## src/rtl/mxb_pkg.sv

```systemverilog
package mxb_pkg;

  typedef enum logic [2:0] {
    PH_IDLE  = 3'd0,
    PH_ADDR  = 3'd1,
    PH_DATA  = 3'd2,
    PH_WAIT  = 3'd3,
    PH_LAST  = 3'd4,
    PH_HELD  = 3'd5,
    PH_RECOV = 3'd6
  } mxb_phase_e;

  function automatic logic ph_in_data(input mxb_phase_e p);
    return (p == PH_DATA) || (p == PH_WAIT) || (p == PH_LAST);
  endfunction

  function automatic logic ph_in_access(input mxb_phase_e p);
    return (p == PH_ADDR) || ph_in_data(p);
  endfunction

  function automatic logic ph_boundary(input mxb_phase_e p);
    return (p == PH_IDLE) || (p == PH_LAST);
  endfunction

  function automatic logic ph_ad_drive(input mxb_phase_e p, input logic wr);
    return (p == PH_ADDR) || (wr && ph_in_data(p));
  endfunction

  function automatic mxb_phase_e ph_next(input mxb_phase_e p, input logic req,
                                         input logic hold, input logic stretch);
    mxb_phase_e n;
    case (p)
      PH_IDLE:          n = hold ? PH_HELD : (req ? PH_ADDR : PH_IDLE);
      PH_ADDR:          n = PH_DATA;
      PH_DATA, PH_WAIT: n = stretch ? PH_WAIT : PH_LAST;
      PH_LAST:          n = hold ? PH_HELD : PH_IDLE;
      PH_HELD:          n = hold ? PH_HELD : PH_RECOV;
      default:          n = PH_IDLE;
    endcase
    return n;
  endfunction

endpackage

```

## src/rtl/mxb_hold_sync.sv

```systemverilog
module mxb_hold_sync (
  input  logic clk,
  input  logic rst_n,
  input  logic hold_req_i,
  output logic hold_o
);

  always_ff @(negedge clk or negedge rst_n) begin
    if (!rst_n) hold_o <= 1'b0;
    else        hold_o <= hold_req_i;
  end

endmodule

```

## src/rtl/mxb_seq.sv

```systemverilog
module mxb_seq
  import mxb_pkg::*;
#(
  parameter int DATA_W = 16,
  parameter int XA_W   = 4
) (
  input  logic                      clk,
  input  logic                      rst_n,
  input  logic                      req_i,
  input  logic                      we_i,
  input  logic [DATA_W+XA_W-1:0]    addr_i,
  input  logic [DATA_W-1:0]         wdata_i,
  input  logic [DATA_W/8-1:0]       mask_i,
  input  logic                      stretch_i,
  input  logic                      hold_i,
  input  logic [DATA_W-1:0]         ad_in_i,
  output mxb_phase_e                phase_o,
  output logic [DATA_W+XA_W-1:0]    addr_o,
  output logic                      we_o,
  output logic [DATA_W-1:0]         wdata_o,
  output logic [DATA_W/8-1:0]       mask_o,
  output logic                      ready_o,
  output logic [DATA_W-1:0]         rdata_o
);

  mxb_phase_e phase_q, phase_d;
  logic start_acc, end_acc, cap_read, grant_hold;

  assign phase_d    = ph_next(phase_q, req_i, hold_i, stretch_i);
  assign start_acc  = (phase_q == PH_IDLE) && (phase_d == PH_ADDR);
  assign end_acc    = (phase_q == PH_LAST);
  assign cap_read   = end_acc && !we_o;
  assign grant_hold = ph_boundary(phase_q) && hold_i;
  assign phase_o    = phase_q;

  always_ff @(posedge clk or negedge rst_n) begin
    if (!rst_n) begin
      phase_q <= PH_IDLE;
      addr_o  <= '0;
      we_o    <= 1'b0;
      wdata_o <= '0;
      mask_o  <= '0;
      ready_o <= 1'b0;
      rdata_o <= '0;
    end else begin
      phase_q <= phase_d;
      ready_o <= end_acc;
      if (start_acc) begin
        addr_o  <= addr_i;
        we_o    <= we_i;
        wdata_o <= wdata_i;
        mask_o  <= mask_i;
      end
      if (cap_read) rdata_o <= ad_in_i;
    end
  end

  assert_addr_then_data_R2: assert property (@(posedge clk) disable iff (!rst_n)
    (phase_q == PH_ADDR) |=> (phase_q == PH_DATA));

  assert_stretch_needs_wait_R6: assert property (@(posedge clk) disable iff (!rst_n)
    (phase_q == PH_WAIT) |-> $past(stretch_i));

  assert_ready_single_R8: assert property (@(posedge clk) disable iff (!rst_n)
    ready_o |=> !ready_o);

  assert_hold_at_boundary_R9: assert property (@(posedge clk) disable iff (!rst_n)
    (phase_q == PH_HELD && $past(phase_q) != PH_HELD) |->
      ($past(phase_q) == PH_IDLE || $past(phase_q) == PH_LAST));

  assert_grant_takes_bus_R9: assert property (@(posedge clk) disable iff (!rst_n)
    grant_hold |=> (phase_q == PH_HELD));

  assert_recov_to_idle_R10: assert property (@(posedge clk) disable iff (!rst_n)
    (phase_q == PH_RECOV) |=> (phase_q == PH_IDLE));

  assert_access_from_idle_R11: assert property (@(posedge clk) disable iff (!rst_n)
    (phase_q == PH_ADDR) |-> ($past(phase_q) == PH_IDLE && !$past(hold_i)));

endmodule

```

## src/rtl/mxb_pins.sv

```systemverilog
module mxb_pins
  import mxb_pkg::*;
#(
  parameter int DATA_W = 16,
  parameter int XA_W   = 4
) (
  input  logic                      clk,
  input  logic                      rst_n,
  input  mxb_phase_e                phase_i,
  input  logic [DATA_W+XA_W-1:0]    addr_i,
  input  logic                      we_i,
  input  logic [DATA_W-1:0]         wdata_i,
  input  logic [DATA_W/8-1:0]       mask_i,
  output logic [DATA_W-1:0]         ad_o,
  output logic                      ad_oe_o,
  output logic [XA_W-1:0]           xaddr_o,
  output logic                      addr_stb_o,
  output logic                      data_stb_o,
  output logic                      rd_o,
  output logic [DATA_W/8-1:0]       lane_o,
  output logic                      ctl_oe_o,
  output logic                      hold_ack_o
);

  localparam int LANES = DATA_W / 8;

  logic in_acc;

  assign in_acc     = ph_in_access(phase_i);
  assign addr_stb_o = (phase_i == PH_ADDR);
  assign data_stb_o = ph_in_data(phase_i);
  assign ad_oe_o    = ph_ad_drive(phase_i, we_i);
  assign ad_o       = (phase_i == PH_ADDR) ? addr_i[DATA_W-1:0] : wdata_i;
  assign xaddr_o    = addr_i[DATA_W +: XA_W];
  assign rd_o       = !(in_acc && we_i);
  assign hold_ack_o = (phase_i == PH_HELD);
  assign ctl_oe_o   = (phase_i != PH_HELD);

  for (genvar g = 0; g < LANES; g++) begin : g_lane
    assign lane_o[g] = in_acc && mask_i[g];
  end

  assert_float_when_held_R9: assert property (@(posedge clk) disable iff (!rst_n)
    hold_ack_o |-> (!ad_oe_o && !ctl_oe_o));

  assert_strobes_apart_R3: assert property (@(posedge clk) disable iff (!rst_n)
    !(addr_stb_o && data_stb_o));

  assert_read_released_R5: assert property (@(posedge clk) disable iff (!rst_n)
    (data_stb_o && rd_o) |-> !ad_oe_o);

  assert_lanes_quiet_R7: assert property (@(posedge clk) disable iff (!rst_n)
    !(addr_stb_o || data_stb_o) |-> (lane_o == '0));

endmodule

```

## src/rtl/mux_bus_ctrl.sv

```systemverilog
module mux_bus_ctrl
  import mxb_pkg::*;
#(
  parameter int DATA_W  = 16,
  parameter int XADDR_W = 4
) (
  input  logic                       clk,
  input  logic                       rst_n,
  input  logic                       core_req,
  input  logic                       core_we,
  input  logic [DATA_W+XADDR_W-1:0]  core_addr,
  input  logic [DATA_W-1:0]          core_wdata,
  input  logic [DATA_W/8-1:0]        core_mask,
  output logic                       core_ready,
  output logic [DATA_W-1:0]          core_rdata,
  output logic [DATA_W-1:0]          bus_ad_o,
  output logic                       bus_ad_oe,
  input  logic [DATA_W-1:0]          bus_ad_i,
  output logic [XADDR_W-1:0]         bus_xaddr,
  output logic                       bus_addr_stb,
  output logic                       bus_data_stb,
  output logic                       bus_rd,
  output logic [DATA_W/8-1:0]        bus_lane_en,
  output logic                       bus_ctl_oe,
  input  logic                       bus_stretch,
  input  logic                       bus_hold_req,
  output logic                       bus_hold_ack
);

  localparam int WIN_W = DATA_W + XADDR_W;
  localparam int LANES = DATA_W / 8;

  logic               hold_s;
  mxb_phase_e         phase;
  logic [WIN_W-1:0]   lat_addr;
  logic               lat_we;
  logic [DATA_W-1:0]  lat_wdata;
  logic [LANES-1:0]   lat_mask;

  mxb_hold_sync u_hold (
    .clk        (clk),
    .rst_n      (rst_n),
    .hold_req_i (bus_hold_req),
    .hold_o     (hold_s)
  );

  mxb_seq #(.DATA_W(DATA_W), .XA_W(XADDR_W)) u_seq (
    .clk       (clk),
    .rst_n     (rst_n),
    .req_i     (core_req),
    .we_i      (core_we),
    .addr_i    (core_addr),
    .wdata_i   (core_wdata),
    .mask_i    (core_mask),
    .stretch_i (bus_stretch),
    .hold_i    (hold_s),
    .ad_in_i   (bus_ad_i),
    .phase_o   (phase),
    .addr_o    (lat_addr),
    .we_o      (lat_we),
    .wdata_o   (lat_wdata),
    .mask_o    (lat_mask),
    .ready_o   (core_ready),
    .rdata_o   (core_rdata)
  );

  mxb_pins #(.DATA_W(DATA_W), .XA_W(XADDR_W)) u_pins (
    .clk        (clk),
    .rst_n      (rst_n),
    .phase_i    (phase),
    .addr_i     (lat_addr),
    .we_i       (lat_we),
    .wdata_i    (lat_wdata),
    .mask_i     (lat_mask),
    .ad_o       (bus_ad_o),
    .ad_oe_o    (bus_ad_oe),
    .xaddr_o    (bus_xaddr),
    .addr_stb_o (bus_addr_stb),
    .data_stb_o (bus_data_stb),
    .rd_o       (bus_rd),
    .lane_o     (bus_lane_en),
    .ctl_oe_o   (bus_ctl_oe),
    .hold_ack_o (bus_hold_ack)
  );

endmodule

```

## config.mk

```make
export PLATFORM = sky130hd
export DESIGN_NAME = mux_bus_ctrl
export DESIGN_NICKNAME = d
export VERILOG_FILES = /design/src/rtl/mxb_pkg.sv /design/src/rtl/mxb_hold_sync.sv /design/src/rtl/mxb_seq.sv /design/src/rtl/mxb_pins.sv /design/src/rtl/mux_bus_ctrl.sv
export SDC_FILE = /design/constraint.sdc
export NUM_CORES = 1
export LEC_CHECK = 0
export BUFFER_PORTS_ARGS = -buffer_cell sky130_fd_sc_hd__buf_2
export CAP_MARGIN = 20
export CORE_ASPECT_RATIO = 2
export CORE_MARGIN = 5
export CORE_UTILIZATION = 30
export DETAILED_ROUTE_END_ITERATION = 6
export GPL_TIMING_DRIVEN = 0
export PLACE_DENSITY_LB_ADDON = 0.25
export SETUP_SLACK_MARGIN = 0.02
export SLEW_MARGIN = 20
export SYNTH_ARGS = -nofsm -noshare
export SYNTH_HDL_FRONTEND = slang
export SYNTH_SLANG_ARGS = --single-unit
```

## constraint.sdc

```tcl
create_clock -name clk -period 4.4 [get_ports clk]
set_input_delay 0.22 -clock clk [delete_from_list [all_inputs] [get_ports clk]]
set_output_delay 0.22 -clock clk [all_outputs]
set_load 0.01 [all_outputs]
```

* Word-level counts from Yosys, hierarchy flattened
Index checks and enable logic that the tools add are counted.
** Word-level totals
- Register bits :: 60
- Bits of input ports :: 60
- Output and inout port bits :: 45
- Logic and storage cells :: 36
** Operators by class
- Equal/unequal tests :: 7
- Mux-type cells :: 7
- Reductions and logical operators :: 14
** Operators by type and width (number)
- $mux 16 :: 1
- $pmux 3 s5 :: 1
- $mux 3 :: 3
- $eq 3x1->1 const B :: 2
- $eq 3x2->1 const B :: 2
- $eq 3x3->1 const B :: 2
- $logic_and 1x1->1 :: 6
- $logic_or 1x1->1 :: 4
- $logic_not 3->1 :: 1
- $ne 3x3->1 const B :: 1
- $logic_not 1->1 :: 2
- $mux 2 :: 1
- $reduce_or 2->1 :: 1
- $mux 1 :: 1

* Longest topological paths before layout
- Depth in word-level cells :: 6
- Mapped depth :: 5
- Gate-level depth less buffers :: 3

* By module
Synthesis repeated with hierarchy kept, for this count alone.
** Second synthesis, totals
- Cells, all modules :: 172
- Area total of the unflattened synthesis :: 2725.1 µm²
** Modules (own cells, without submodules)
- mxb_seq :: times used 1, cells each 135, area each 2317.2 µm², seq. area each 1476.4 µm²
- mxb_pins :: times used 1, cells each 36, area each 382.9 µm², seq. area each 0.0 µm²
- mxb_hold_sync :: times used 1, cells each 1, area each 25.0 µm², seq. area each 25.0 µm²

==> impl_metrics.csv <==
group,metric,value,unit
outcome,outcome,"complete, but fails checks",
outcome,violations,"hold timing",
yosys,synth-seq-area-share,0.573,
yosys,ys.flop_type,"dfrtp_1",
job,max-cap-violations,0,
timing,fin_tns_setup,0,ps
worst_hold_path,min_path_type,"in -> async",
floorplan,core,8590,sq um
placement,dpl.hpwl,4.45,mm
yosys,yosys_warnings,0,
setup_path,cp_max_fo,10,
global_route,grt-ovfl-total,0,
clock_network,cts_max_path_buffers,2,
routing,antenna_left,0,
floorplan,num_rows,48,
power_and_ir_drop,ir_drop,0.000475,V
clock_network,cts_hold_buffers,0,
setup_path,critPathMostFrequentCell,"buf_4",
clock_network,post_cts_buffers,0,
placement,place_area,3270,sq um
cells_and_area,synthToLayoutAreaGrowth,37.6,%
timing,setup_violations,0,
routing,viasPerCell,4.51,
routing,wirelength,6.00,mm
yosys,netlist_instances,172,
yosys,syn_area,2620,sq um
timing,maxSlewViolCount,0,
setup_path,critPathCaptureType,"flip-flop",
clock_network,cts_root_buf,"clkbuf_16",
power_and_ir_drop,leakage,1.78,nW
timing,skew,14.2,ps
global_route,grt_pass1_wl,9.60,mm
clock_network,post_cts_resized,0,
floorplan,die_h,142,microns
setup_path,crit_arrival,3960,ps
clock_network,cts_buffers,9,
routing,vias,1767,
global_route,antenna_found_initial,0,
timing,rsz0062_at_grt,"no",
yosys,synth-edff-count,0,
timing,relSlewSlack,0.490,
cells_and_area,final_util,0.420,
setup_path,cp_top_family,"buffers and inverters",
cells_and_area,drive_gt1_frac,0.705,
placement,gp_congestion,0.706,
routing,dr.pass1.iters,4,
floorplan,fp.dieW,76.1,microns
routing,wl_per_cell,15.3,microns
global_route,grt_max_degree,61,
cells_and_area,final_area,3610,sq um
yosys,avgSynthCellArea,15.2,sq um
yosys,synth-seq-cells,60,
setup_path,worst_ep_required_time,4600,ps
cells_and_area,final_cells,392,
setup_path,cpPeakStageDelay,370,ps
yosys,synthArstFlopShare,1.00,
clock_network,clk_latency,330,ps
routing,drc,0,
setup_path,cpMaxStageDelayCell,"dfrtn_1",
global_route,grt_use_total,0.113,
placement,placed_cells_incl_taps,376,
floorplan,dieArea,10800,sq um
timing,worst_pin_slew,765,ps
timing,hold_viol_final,33,
yosys,synthesis.nets,232,
timing,whs,-27.1,ps
power_and_ir_drop,power_density,804,nW/um^2
setup_path,crit_type,"reg -> reg",
placement,portBuffers,104,
clock_network,htree_levels,3,
global_route,grt_pass1_vias,1935,
clock_network,cts_tree,"built",
clock_network,clkTransAtPathRegs,50,ps
yosys,synth.distinct_cells,25,
setup_path,path_cells,"and3b_1, buf_4, buf_4, mux2_2",
cells_and_area,finalNetCount,347,
setup_path,path_buf_inv,2,
setup_path,critPathLaunchType,"flip-flop",
clock_network,clkSinkCount,60,
floorplan,start_util,0.305,
floorplan,io_pins,105,
routing,drtIter0Drc,36,
cells_and_area,diodes,0,
## metal layers
| layer | wire length [microns] | vias up | GRT usage |
|---|---|---|---|
| met5 | 0 | - | 0 |
| li1 | - | 821 | - |
| met2 | 3360 | 65 | 0.203 |
| met1 | 2160 | 874 | 0.117 |
| met4 | 128 | 0 | 0.0571 |
| met3 | 354 | 7 | 0.0323 |
## cells by family after synthesis
| group | count (synthesis) | share of synthesized area |
|---|---|---|
| compound gates | 6 | 0.0134 |
| xor+xnor | 1 | 0.00334 |
| buf+inv | 14 | 0.0401 |
| flops | 60 | 0.573 |
| mux | 72 | 0.323 |
| simple gates | 19 | 0.0473 |
## state kept, by name (all words and copies together), names as in the netlist
signal         cells
u_hold.hold_o      1
u_seq.addr_o      20
u_seq.mask_o       2
u_seq.phase_o      3
u_seq.rdata_o     16
u_seq.ready_o      1
u_seq.wdata_o     16
u_seq.we_o         1
## synth_stat cells, types with 2 or more instances
| cell type | instances | area (sq um) |
|---|---|---|
| nand2_1 | 4 | 15.0 |
| nor2b_1 | 2 | 12.5 |
| mux2_2 | 61 | 687 |
| buf_2 | 2 | 10.0 |
| and2_1 | 2 | 12.5 |
| buf_4 | 7 | 52.6 |
| mux2_4 | 10 | 150 |
| inv_1 | 3 | 11.3 |
| dfrtp_1 | 59 | 1480 |
| a21o_1 | 2 | 15.0 |
| nand2b_1 | 2 | 12.5 |
| nor2_1 | 3 | 11.3 |
| o21ai_0 | 3 | 15.0 |
## metrics by stage
stage | setup WS [ps] | total power [W] | hold WS, ps
finish | 648 | 0.00290 | -27.1
global route | 568 | 0.00309 | 36.4
CTS | 610 | 0.00295 | 11.3
detailed placement | 628 | 0.00216 | 355
global placement | 626 | 0.00214 | 452
floorplan | 840 | 0.00175 | -75.6
## cell type report
type                    instances  area, sq um
multi-input cells              98         1010
repair buffers                104          523
fillers                       857         4980
clock inverters                 4         70.1
flip-flops and latches         60         1500
inverters                       3         11.3
well taps                     100          125
clock buffers                  12          267
plain buffers                  11         93.8
## path summary, 6_finish.rpt
| check | cells past startpoint | end | slack, ps | from |
|---|---|---|---|---|
| setup / recovery | 4 | u_seq.addr_o[16]$_DFFE_PN0P_ | 650 | u_hold.hold_o$_DFF_NN0_ |
| hold / removal | 1 | u_seq.wdata_o[4]$_DFFE_PN0P_ | -30 | rst_n |
| setup reg to reg | 4 | u_seq.addr_o[16]$_DFFE_PN0P_ | 650 | u_hold.hold_o$_DFF_NN0_ |
| hold reg to reg | 1 | u_seq.rdata_o[15]$_DFFE_PN0P_ | 500 | u_seq.rdata_o[15]$_DFFE_PN0P_ |
| max in group asynchronous | 1 | u_hold.hold_o$_DFF_NN0_ | 1840 | rst_n |
| min in group clk | 2 | u_seq.rdata_o[3]$_DFFE_PN0P_ | 130 | bus_ad_i[3] |
## worst reg2reg max path: cells and delay by family, from the launching register on
| family | cells | cell delay [ps] |
|---|---|---|
| multiplexers | 1 | 350 |
| AND/OR/NAND/NOR | 1 | 250 |
| buffers and inverters | 2 | 450 |
| flip-flops | 1 | 370 |
## cell usage in the layout (no fill, tap or decap), types with 3 or more instances in the layout
cell type    n
buf_2      105
mux2_2      61
dfrtp_1     59
mux2_4      10
clkbuf_16    9
buf_4        8
nand2_1      4
inv_1        3
nor2_1       3
o21ai_0      3
clkbuf_8     3
## where the power goes
group	switching, W	total (W)	internal, W
Sequential	0.000144	0.000973	0.000829
Combinational	0.000490	0.00115	0.000660
Clock	0.000239	0.000778	0.000540
No activity file was read; power rests on OpenSTA's default activity.
